### config.mk
export PLATFORM = sky130hd
export DESIGN_NAME = dir_reversal_guard
export DESIGN_NICKNAME = d
export VERILOG_FILES = /design/src/rtl/revguard_pkg.sv /design/src/rtl/rg_sync.sv /design/src/rtl/rg_dir_gate.sv /design/src/rtl/rg_dir_pipe.sv /design/src/rtl/dir_reversal_guard.sv
export SDC_FILE = /design/constraint.sdc
export NUM_CORES = 1
export LEC_CHECK = 0
export ABC_AREA = 1
export BUFFER_PORTS_ARGS = -buffer_cell sky130_fd_sc_hd__buf_2
export CORE_AREA = 2 2 39 41
export DETAILED_ROUTE_END_ITERATION = 10
export DIE_AREA = 0 0 41 43
export GPL_TIMING_DRIVEN = 0
export SYNTH_ARGS = -nofsm -noshare
export SYNTH_HDL_FRONTEND = slang
export SYNTH_HIERARCHICAL = 1
export SYNTH_SLANG_ARGS = --single-unit
### constraint.sdc
create_clock -name clk_i -period 1 [get_ports clk_i]
set_clock_uncertainty 0.1 [all_clocks]
set_input_delay 0.1 -clock clk_i [delete_from_list [all_inputs] [get_ports clk_i]]
set_output_delay 0.1 -clock clk_i [all_outputs]
set_load 0.1 [all_outputs]
### src/rtl/revguard_pkg.sv
package revguard_pkg;

    localparam int unsigned SYNC_DEPTH_DEF = 2;
    localparam int unsigned PIPE_DEPTH_DEF = 2;

    typedef struct packed {
        logic held;
    } gate_state_t;

    typedef struct packed {
        logic prev;
    } edge_state_t;

endpackage

### src/rtl/rg_sync.sv
module rg_sync #(
    parameter int unsigned WIDTH  = 2,
    parameter int unsigned STAGES = 2
) (
    input  logic             clk_i,
    input  logic [WIDTH-1:0] async_i,
    output logic [WIDTH-1:0] sync_o
);
    logic [WIDTH-1:0] chain_d [STAGES];
    logic [WIDTH-1:0] chain_q [STAGES];

    always_comb begin
        chain_d[0] = async_i;
        for (int i = 1; i < int'(STAGES); i++) begin
            chain_d[i] = chain_q[i-1];
        end
    end

    always_ff @(posedge clk_i) begin
        for (int i = 0; i < int'(STAGES); i++) begin
            chain_q[i] <= chain_d[i];
        end
    end

    assign sync_o = chain_q[STAGES-1];
endmodule

### src/rtl/rg_dir_gate.sv
module rg_dir_gate
    import revguard_pkg::*;
(
    input  logic clk_i,
    input  logic rst_ni,
    input  logic dir_i,
    input  logic fast_i,
    output logic held_o,
    output logic differ_o
);
    gate_state_t st_d, st_q;

    always_comb begin
        st_d = st_q;
        if (!fast_i) begin
            st_d.held = dir_i;
        end
    end

    always_ff @(posedge clk_i) begin
        if (!rst_ni) begin
            st_q.held <= dir_i;
        end else begin
            st_q <= st_d;
        end
    end

    assign held_o   = st_q.held;
    assign differ_o = dir_i ^ st_q.held;


    hold_when_fast_chk: assert property (@(posedge clk_i) disable iff (!rst_ni)
        fast_i |=> $stable(held_o));


    follow_when_slow_chk: assert property (@(posedge clk_i) disable iff (!rst_ni)
        !fast_i |=> (held_o == $past(dir_i)));
endmodule

### src/rtl/rg_dir_pipe.sv
module rg_dir_pipe #(
    parameter int unsigned DEPTH = 2
) (
    input  logic clk_i,
    input  logic rst_ni,
    input  logic tick_i,
    input  logic seed_i,
    input  logic din_i,
    output logic dout_o,
    output logic mismatch_o
);
    logic [DEPTH-1:0] stg_d, stg_q;
    logic [DEPTH-1:0] diff;

    always_comb begin
        stg_d = stg_q;
        if (tick_i) begin
            stg_d[0] = din_i;
            for (int i = 1; i < int'(DEPTH); i++) begin
                stg_d[i] = stg_q[i-1];
            end
        end
    end

    always_ff @(posedge clk_i) begin
        if (!rst_ni) begin
            stg_q <= {DEPTH{seed_i}};
        end else begin
            stg_q <= stg_d;
        end
    end

    generate
        for (genvar g = 0; g < int'(DEPTH); g++) begin : g_diff
            if (g == 0) begin : g_head
                assign diff[g] = din_i ^ stg_q[0];
            end else begin : g_link
                assign diff[g] = stg_q[g] ^ stg_q[g-1];
            end
        end
    endgenerate

    assign dout_o     = stg_q[DEPTH-1];
    assign mismatch_o = |diff;


    no_shift_without_tick_chk: assert property (@(posedge clk_i) disable iff (!rst_ni)
        !tick_i |=> $stable(dout_o));


    agree_stays_put_chk: assert property (@(posedge clk_i) disable iff (!rst_ni)
        (!mismatch_o && tick_i && $stable(din_i)) |=> !mismatch_o);
endmodule

### src/rtl/dir_reversal_guard.sv
module dir_reversal_guard
    import revguard_pkg::*;
#(
    parameter int unsigned SYNC_DEPTH = SYNC_DEPTH_DEF,
    parameter int unsigned PIPE_DEPTH = PIPE_DEPTH_DEF
) (
    input  logic clk_i,
    input  logic rst_ni,
    input  logic dir_req_i,
    input  logic speed_high_i,
    input  logic pwm_tick_i,
    output logic eff_dir_o,
    output logic drive_inhibit_o,
    output logic tach_pulse_o
);
    localparam int unsigned SYNC_W = 2;

    logic [SYNC_W-1:0] raw_in, synced;
    logic dir_s, fast_s;
    logic held, gate_differ, pipe_mismatch;
    edge_state_t edg_d, edg_q;

    assign raw_in = {speed_high_i, dir_req_i};

    rg_sync #(.WIDTH(SYNC_W), .STAGES(SYNC_DEPTH)) u_sync (
        .clk_i   (clk_i),
        .async_i (raw_in),
        .sync_o  (synced)
    );

    assign dir_s  = synced[0];
    assign fast_s = synced[1];

    rg_dir_gate u_gate (
        .clk_i    (clk_i),
        .rst_ni   (rst_ni),
        .dir_i    (dir_s),
        .fast_i   (fast_s),
        .held_o   (held),
        .differ_o (gate_differ)
    );

    rg_dir_pipe #(.DEPTH(PIPE_DEPTH)) u_pipe (
        .clk_i      (clk_i),
        .rst_ni     (rst_ni),
        .tick_i     (pwm_tick_i),
        .seed_i     (dir_s),
        .din_i      (held),
        .dout_o     (eff_dir_o),
        .mismatch_o (pipe_mismatch)
    );

    always_comb begin
        edg_d      = edg_q;
        edg_d.prev = dir_s;
    end

    always_ff @(posedge clk_i) begin
        if (!rst_ni) begin
            edg_q.prev <= dir_s;
        end else begin
            edg_q <= edg_d;
        end
    end

    assign tach_pulse_o    = dir_s ^ edg_q.prev;
    assign drive_inhibit_o = gate_differ | pipe_mismatch;


    tach_on_toggle_chk: assert property (@(posedge clk_i) disable iff (!rst_ni)
        !$stable(dir_s) |-> tach_pulse_o);


    eff_change_blanked_chk: assert property (@(posedge clk_i) disable iff (!rst_ni)
        !$stable(eff_dir_o) |-> $past(drive_inhibit_o));


    fast_pending_blanked_chk: assert property (@(posedge clk_i) disable iff (!rst_ni)
        (fast_s && (dir_s != held)) |-> drive_inhibit_o);


    clean_start_chk: assert property (@(posedge clk_i)
        ($rose(rst_ni) && $stable(dir_s)) |-> (!drive_inhibit_o && !tach_pulse_o));
endmodule

# Word-level counts from Yosys, hierarchy flattened
# Memories as Yosys holds them, arrays and structs flattened.
# Index checks and enable logic that the tools add are counted.
[classes] eq_ne=2 n_mux=4 bitwise=5 reduce_logical=1
[ops] op="$mux W2" count=2
[ops] op="$xor A1 B1 Y1" count=4
[ops] op="$mux W1" count=2
[ops] op="$ne A2 B1 Y1 const B" count=1
[ops] op="$ne A2 B2 Y1 const B" count=1
[ops] op="$reduce_or A2 Y1" count=1
[ops] op="$or A1 B1 Y1" count=1
[totals] reg_bits=4 ram_bits=4 out_inout_bits=3 mem_count=1
[mem_list] name="u_sync.chain_q" depth=2 width=2 rd=2 rd_clocked_by_memory_dff=0 write_ports=2 line_no="rg_sync.sv:10" text="logic [WIDTH-1:0] chain_q [STAGES];"

# Longest topological paths before layout
# Gate-level depths: netlist of run 1.
[logic_depth] ltp_word=3 ltp_mapped=4 mapped_depth_nobuf=4

# Modules after synthesis
# Netlist of run 1, hierarchy kept.
[by_module_without_submodules] module="rg_dir_pipe" n_inst=1 cells_each=13 area_per_inst_um2=106.4 seq_area_each_um2=60.1
[by_module_without_submodules] module="rg_sync" n_inst=1 cells_each=4 area_per_inst_um2=80.1 seq_area_each_um2=80.1
[by_module_without_submodules] module="rg_dir_gate" n_inst=1 cells_each=7 area_per_inst_um2=52.6 seq_area_each_um2=30.0
[by_module_without_submodules] module="dir_reversal_guard" n_inst=1 cells_each=7 area_per_inst_um2=45.0 seq_area_each_um2=20.0

# Worst setup path before layout of run 1
# No wires, ideal clock.
[synth_path] path_kind="reg-to-output" start="register u_pipe.stg_q[1]" end="output drive_inhibit_o" t_arrival_ns=1.906 t_required_ns=0.800 slack_ns=-1.106 path_stages_with_launch=4 path_buffers=0 path_cell_list="edfxtp_1 o21ai_0 nand2_1 or2_1"
[synth_via] elab_chain_len=3
[synth_lines] element="start, declared" line_no="rg_dir_pipe.sv:12" text="logic [DEPTH-1:0] stg_d, stg_q;"
[synth_lines] element="start signal, assigned" line_no="rg_dir_pipe.sv:27" text="stg_q <= {DEPTH{seed_i}};"
[synth_lines] element="start signal, assigned" line_no="rg_dir_pipe.sv:29" text="stg_q <= stg_d;"
[synth_lines] element="$xor A1 B1 Y1" line_no="rg_dir_pipe.sv:38" text="assign diff[g] = stg_q[g] ^ stg_q[g-1];"
[synth_lines] element="$reduce_or A2 Y1" line_no="rg_dir_pipe.sv:44" text="assign mismatch_o = |diff;"
[synth_lines] element="net pipe_mismatch" line_no="dir_reversal_guard.sv:20" text="logic held, gate_differ, pipe_mismatch;"
[synth_lines] element="$or A1 B1 Y1" line_no="dir_reversal_guard.sv:67" text="assign drive_inhibit_o = gate_differ | pipe_mismatch;"
[synth_lines] element="end, declared" line_no="dir_reversal_guard.sv:13" text="output logic drive_inhibit_o,"
# The timed path passes the listed nets, and every way through them passes these cells.

# Worst setup path in the final report of run 1
[layout_path] start="register u_gate/held_o (netlist name)" end="output drive_inhibit_o"
[layout_via] elab_chain_len=3 elab_cells_between_ends=4 classes_between="bitwise: 3; reduce/logical: 1"
[layout_lines] element="$xor A1 B1 Y1" line_no="rg_dir_pipe.sv:36" text="assign diff[g] = din_i ^ stg_q[0];"
[layout_lines] element="$reduce_or A2 Y1" line_no="rg_dir_pipe.sv:44"
[layout_lines] element="net pipe_mismatch" line_no="dir_reversal_guard.sv:20"
[layout_lines] element="$or A1 B1 Y1" line_no="dir_reversal_guard.sv:67"
# The timed path passes the listed nets, and every way through them passes these cells.

==> impl_metrics.tcl, run 1 <==
set metrics [dict create \
    cp-endpoint "drive_inhibit_o" \
    syn-cell-area_um2 284 \
    met1_length_um 159 \
    final_net_count 51 \
    dpl_cell_area_um2 349 \
    drt_iter0_drc 0 \
    worst_r2r_startpoint "u_gate/held_o" \
    mostFrequentLayoutCells "10 x nand2_1, 5 x inv_1, 4 x dfxtp_1, 4 x buf_2" \
    cts_root_buffer "clkbuf_4" \
    synthesis.area_per_instance_um2 9.16 \
    antenna_diode_count 0 \
    portBuffers 7 \
    fp.dieArea_um2 1760 \
    syn2layout_area_growth_pct 59.0 \
    rows 14 \
    outcome "finished with violations" \
    post_route_cell_area_um2 452 \
    syn-num-nets 36 \
    synth.mux.area_fraction_pct 0 \
    max_freq_ghz 0.673 \
    ys_seq_area_share_pct 67.0 \
    element_type_at_the_critical_path_start "register" \
    setup_ws_ns -0.485 \
    yosys.area_share.xor_xnor_pct 0 \
    ioPinCount 8 \
    final_antenna_net_count 0 \
    rsz_0062_raised_after_global_routing "yes" \
    clkTransAtPathRegs_ns 0.06 \
    required_ns 0.80 \
    timing.final.hold_violations 0 \
    cts_tree "yes" \
    worstSetupStartpoint "u_gate/held_o" \
    worstMarginPinSlew_ns 0.201 \
    totalWireLength_um 406 \
    dp_worst_slack_ns -0.332 \
    initial_utilization_pct 20.5 \
    timing.critical_path.cells "o21ai_2 > nand2_1 > or2_4 > buf_12" \
    drive_gt1_share_pct 40.0 \
    power-per-cell-area_nw_per_um2 1870 \
    maxSlewHeadroom_pct 86.6 \
    finalSetupViolations 4 \
    die_h_um 43 \
    core-area_um2 1380 \
    drt-pass1-iter-count 1 \
    tritoncts.num_buffers 3 \
    timing.hold.worst.class "in2reg" \
    timing_worst_setup_path_type "reg2out" \
    synth_top_family_by_area "simple AND/OR/NAND/NOR gates" \
    critical_path_top_delay_cell "edfxtp_1" \
    cts_max_level 1 \
    groute.usage.overall_pct 5.76 \
    first_global_vias 193 \
    dr.max_layer_used "met3" \
    synth.ff_latch_count 8 \
    finalCritPeriodShare_pct 149 \
    mostFrequentLayoutCell "nand2_1" \
    fillers 144 \
    route.detailed.wl_per_inst_um 6.66 \
    fraction_of_the_mapped_netlist_area_in_adder_cells_pct 0 \
    r2r_cells 3 \
    yosys.cell_types.count 6 \
    critical_path_peak_fanout 5 \
    holdWs_ns 0.0518 \
    grt_antenna_before_repair 0 \
    final_cells 61 \
    wl_met2_um 223 \
    synth_simple_gate_area_share_pct 21.6 \
    placed_cells 54 \
    critical-path-top-delay-family "flip-flops" \
    cts-root-to-sink-buffers 2 \
    route.detailed.drc 0 \
    grt_overflow_total 0 \
    p_leak_nw 0.221 \
    violations "setup timing" \
    gp_routability_congestion 0.642 \
    timing.setup.tns_ns -0.764 \
    critical_path.endpoint_type "primary output" \
    grt_max_degree 8 \
    critical_path.max_stage_delay_ns 0.45 \
    wl_met3_um 23 \
    period_minus_slack_ns 1.49 \
    rr_endpoint "u_pipe/stg_q[0]" \
    tritoncts_num_sinks 8 \
    ys.warnings.count 6 \
    grt_first_pass_wirelength_um 662 \
    cp_num_buf_inv 1 \
    vdd.ir_drop.worst_uv 1020 \
    worst_skew_pair.late_latency_ns 0.24 \
    routed_via_density 3.64 \
    synth_cells 31 \
    r2r_setup_slack_ns -0.05 \
    cap_violations 0 \
    synth-compound-area-share_pct 3.52 \
    die_width_um 41 \
    worst-endpoint-arrival_ns 1.29 \
    cp_num_cells 4 \
    total_number_of_vias 222 \
    report.final.slew_viol_count 0 \
]
[cell usage after synthesis (all sizes together)]
| master | number | area share, % |
|---|---|---|
| dfxtp | 5 | 35 |
| edfxtp | 3 | 32 |
| inv | 6 | 7.9 |
| nand2 | 13 | 17 |
| or2 | 2 | 4.4 |
| o21ai | 2 | 3.5 |
[metrics by stage]
stage | power (W) | util [%]
4_1_cts | 0.000853 | 32.4
5_1_grt | 0.000893 | 32.6
6_report | 0.000843 | 32.6
2_1_floorplan | 0.000519 | -
3_3_place_gp | 0.000542 | 25.2
3_5_place_dp | 0.000544 | 25.2
[cell families after synthesis]
| group | Yosys count |
|---|---|
| flops | 8 |
| compound gates | 2 |
| buf+inv | 6 |
| simple gates | 15 |
[report_power, final]
part	total (W)	internal (W)	switching, W
clock network	0.000252	0.000152	0.0000999
logic	0.000210	0.0000787	0.000132
registers	0.000381	0.000363	0.0000180
total	0.000843	0.000594	0.000249
[layout make-up]
cell class,count,area (µm²),share of cell area (%)
clock buffer,4,26.3,5.82
inverter,6,22.5,4.99
multi-input combinational,17,90.1,19.9
sequential,8,194,42.9
tap,16,20.0,4.43
timing repair buffer,10,98.8,21.9
[worst min path at each step]
stage,startpoint,end,slack [ns],cells after the start
final,rst_ni,u_pipe/stg_q[0],0.05,3
after floorplan,dir_req_i,u_sync/chain_q[0][0],0.03,0
after CTS,rst_ni,u_pipe/stg_q[0],0.04,3
after global placement,dir_req_i,u_sync/chain_q[0][0],0.10,1
after detailed placement,dir_req_i,u_sync/chain_q[0][0],0.10,1
after global routing,rst_ni,u_pipe/stg_q[0],0.05,3
[state kept, by name, summed over array words and instances (netlist names)]
name	cells
edg_q	1
u_gate/held_o	1
u_pipe/stg_q	2
u_sync/chain_q	4
[per-layer routing]
metal  global-route usage [%]  vias to the layer above
li1                         -                      122
met1                     5.92                       94
met2                     8.44                        6
met3                     4.71                        0
met4                     2.00                        0
met5                        0                        -
[worst reg2reg max path: cells and delay by family (launching register included)]
kind	cells	cell delay, ns
buffers and inverters	1	0.17
DFF	1	0.45
and+or+nand+nor	2	0.09
[repair_timing]
action / 4_1_cts / 5_1_grt
gates resized for setup: 15 / 1
setup endpoints to repair: 3 / 4
endpoints found under the hold margin: 2 / 0
hold buffers: 2 / 0
pin swaps: 2 / 0
setup buffers: 1 / 1
Note: power is estimated with default switching activity, not from simulation.
==> inputs of run 2 (changes only) <==
- ABC_AREA: 1 -> unset
- RECOVER_POWER: unset -> 50
==> impl_metrics.tcl, run 2 <==
set metrics [dict create \
    timing.final.hold_violations 0 \
    post-layout-total-power_w 0.000848 \
    tritoncts.num_buffers 3 \
    route.detailed.wl_per_inst_um 8.33 \
    first_global_vias 187 \
    initial_utilization_pct 18.8 \
    period_minus_slack_ns 1.51 \
    synth_edf_count 3 \
    synth.area.top_cells "dfxtp_1 38%, edfxtp_1 35%, nand2_1 7.2%, xor2_1 6.7%, nand2b_1 4.8%" \
    mostFrequentLayoutCells "3 x clkbuf_4, 3 x buf_2, 3 x nand2_1, 3 x edfxtp_1, 3 x dfxtp_1" \
    element_type_at_the_critical_path_start "register" \
    largest_reg_flops 4 \
    syn-cell-area_um2 260 \
    die_width_um 41 \
    finalCritPeriodShare_pct 151 \
    synth.ff_latch_count 8 \
    fp.dieArea_um2 1760 \
    netlist_top_cells_count "5 x dfxtp_1, 5 x nand2_1, 3 x edfxtp_1" \
    grt_overflow_total 0 \
    worstMarginPinSlew_ns 0.277 \
    grt_max_degree 6 \
    p_leak_nw 0.190 \
    syn2layout_area_growth_pct 72.1 \
    critical_path_top_delay_cell "edfxtp_1" \
    top_regs "u_sync/chain_q: 4 flops, u_pipe/stg_q: 2 flops" \
    maxSlewHeadroom_pct 81.7 \
    grt_antenna_before_repair 0 \
    cts_tree "yes" \
    syn-num-nets 26 \
    report.final.slew_viol_count 0 \
    post_route_cell_area_um2 448 \
    cp_num_buf_inv 1 \
    synthArstFlopShare_pct 0 \
    tritoncts_num_sinks 8 \
    total_number_of_vias 191 \
    ys.warnings.count 6 \
    violations "setup timing" \
    required_ns 0.80 \
    final_cells 52 \
    placed_cells 44 \
    ys_seq_area_share_pct 73.1 \
    final_antenna_net_count 0 \
    timing.hold.worst.class "in2reg" \
    timing_worst_setup_path_type "reg2out" \
    timing.setup.tns_ns -0.883 \
    vdd.ir_drop.worst_uv 794 \
    cap_violations 0 \
    cts-root-to-sink-buffers 2 \
    yosys.area.top_type "dfxtp_1" \
    power-per-cell-area_nw_per_um2 1890 \
    gp_routability_congestion 0.616 \
    totalWireLength_um 433 \
    yosys.cell_types.count 9 \
    cts_max_level 1 \
    cts_root_buffer "clkbuf_4" \
    holdWs_ns 0.0764 \
    rows 14 \
    drt_iter0_drc 1 \
    groute.usage.overall_pct 6.90 \
    timing.critical_path.cells "xor2_1 > or2_4 > buf_12" \
    clkTransAtPathRegs_ns 0.06 \
    grt_first_pass_wirelength_um 703 \
    die_h_um 43 \
    setup_ws_ns -0.514 \
    finalSetupViolations 4 \
    dpl_cell_area_um2 342 \
    worst_skew_pair.late_latency_ns 0.24 \
    critical_path.max_stage_delay_ns 0.45 \
    synth_ff_type "dfxtp_1" \
    core-area_um2 1380 \
    critical_path_peak_fanout 4 \
    drive_gt1_share_pct 50.0 \
    critical-path-top-delay-family "flip-flops" \
    max_freq_ghz 0.661 \
    route.detailed.drc 0 \
    synthesis.area_per_instance_um2 12.4 \
    synth_top_area_share_pct 38.5 \
    outcome "finished with violations" \
    routed_via_density 3.67 \
    synth_cells 21 \
    ioPinCount 8 \
    final_net_count 42 \
    rsz_0062_raised_after_global_routing "yes" \
    critical_path.endpoint_type "primary output" \
    drt-pass1-iter-count 2 \
    antenna_diode_count 0 \
    regMostFlops "u_sync/chain_q" \
    portBuffers 7 \
    worst-endpoint-arrival_ns 1.31 \
]
## run 2: final cells by class
type	instances	area (µm²)
clock buffers	4	26.3
multi-input cells	13	101
fillers	144	936
repair buffers	11	105
well taps	16	20.0
flip-flops and latches	8	195
## run 2: kinds of logic after synthesis
family                    Yosys count  share of synthesized area [%]
DFF                                 8                           73.1
xor gates and xnor gates            2                           6.73
and+or+nand+nor                    11                           20.2
## run 2: repair_timing
item | in CTS | in global routing
setup endpoints to repair | 3 | 5
pin swaps | 2 | 2
setup buffers | 2 | 1
hold buffers | 2 | 0
resized for setup | 9 | 5
endpoints found under the hold margin | 2 | 0
## run 2: worst register-to-register path, stage by stage, from the launching register on
cell and delay (ns):
edfxtp_1 0.45, buf_4 0.17, nand2_2 0.05, nand2_1 0.04
## run 2: power by group
| part | internal (W) | leakage, nW | total (W) | switching [W] |
|---|---|---|---|---|
| Combinational | 0.0000805 | 0.101 | 0.000204 | 0.000124 |
| Sequential | 0.000364 | 0.0735 | 0.000385 | 0.0000213 |
| Clock | 0.000152 | 0.0150 | 0.000259 | 0.000106 |
| Total | 0.000597 | 0.190 | 0.000848 | 0.000251 |
## run 2: worst paths after layout
check | start | cells after the start | end | slack (ns)
max | u_gate/held_o | 3 | drive_inhibit_o | -0.51
min reg2reg | u_sync/chain_q[0][0] | 0 | u_sync/chain_q[0][2] | 0.22
max reg2reg | u_gate/held_o | 3 | u_pipe/stg_q[0] | -0.06
min | pwm_tick_i | 2 | u_pipe/stg_q[0] | 0.08
## run 2: metal layers
| metal | vias to the layer above | part of all wire, % | track usage [%] |
|---|---|---|---|
| met5 | - | 0 | 0 |
| met4 | 0 | 1.8 | 6.00 |
| met3 | 3 | 9.5 | 6.28 |
| met2 | 11 | 46 | 8.44 |
| met1 | 80 | 42 | 6.67 |
| li1 | 97 | - | - |
## run 2: stage by stage
step | utilization [%] | setup WS (ns)
finish | 32.4 | -0.514
global route | 32.4 | -0.555
CTS | 31.5 | -0.516
detailed placement | 24.7 | -0.440
global placement | 24.7 | -0.424
floorplan | - | -0.791
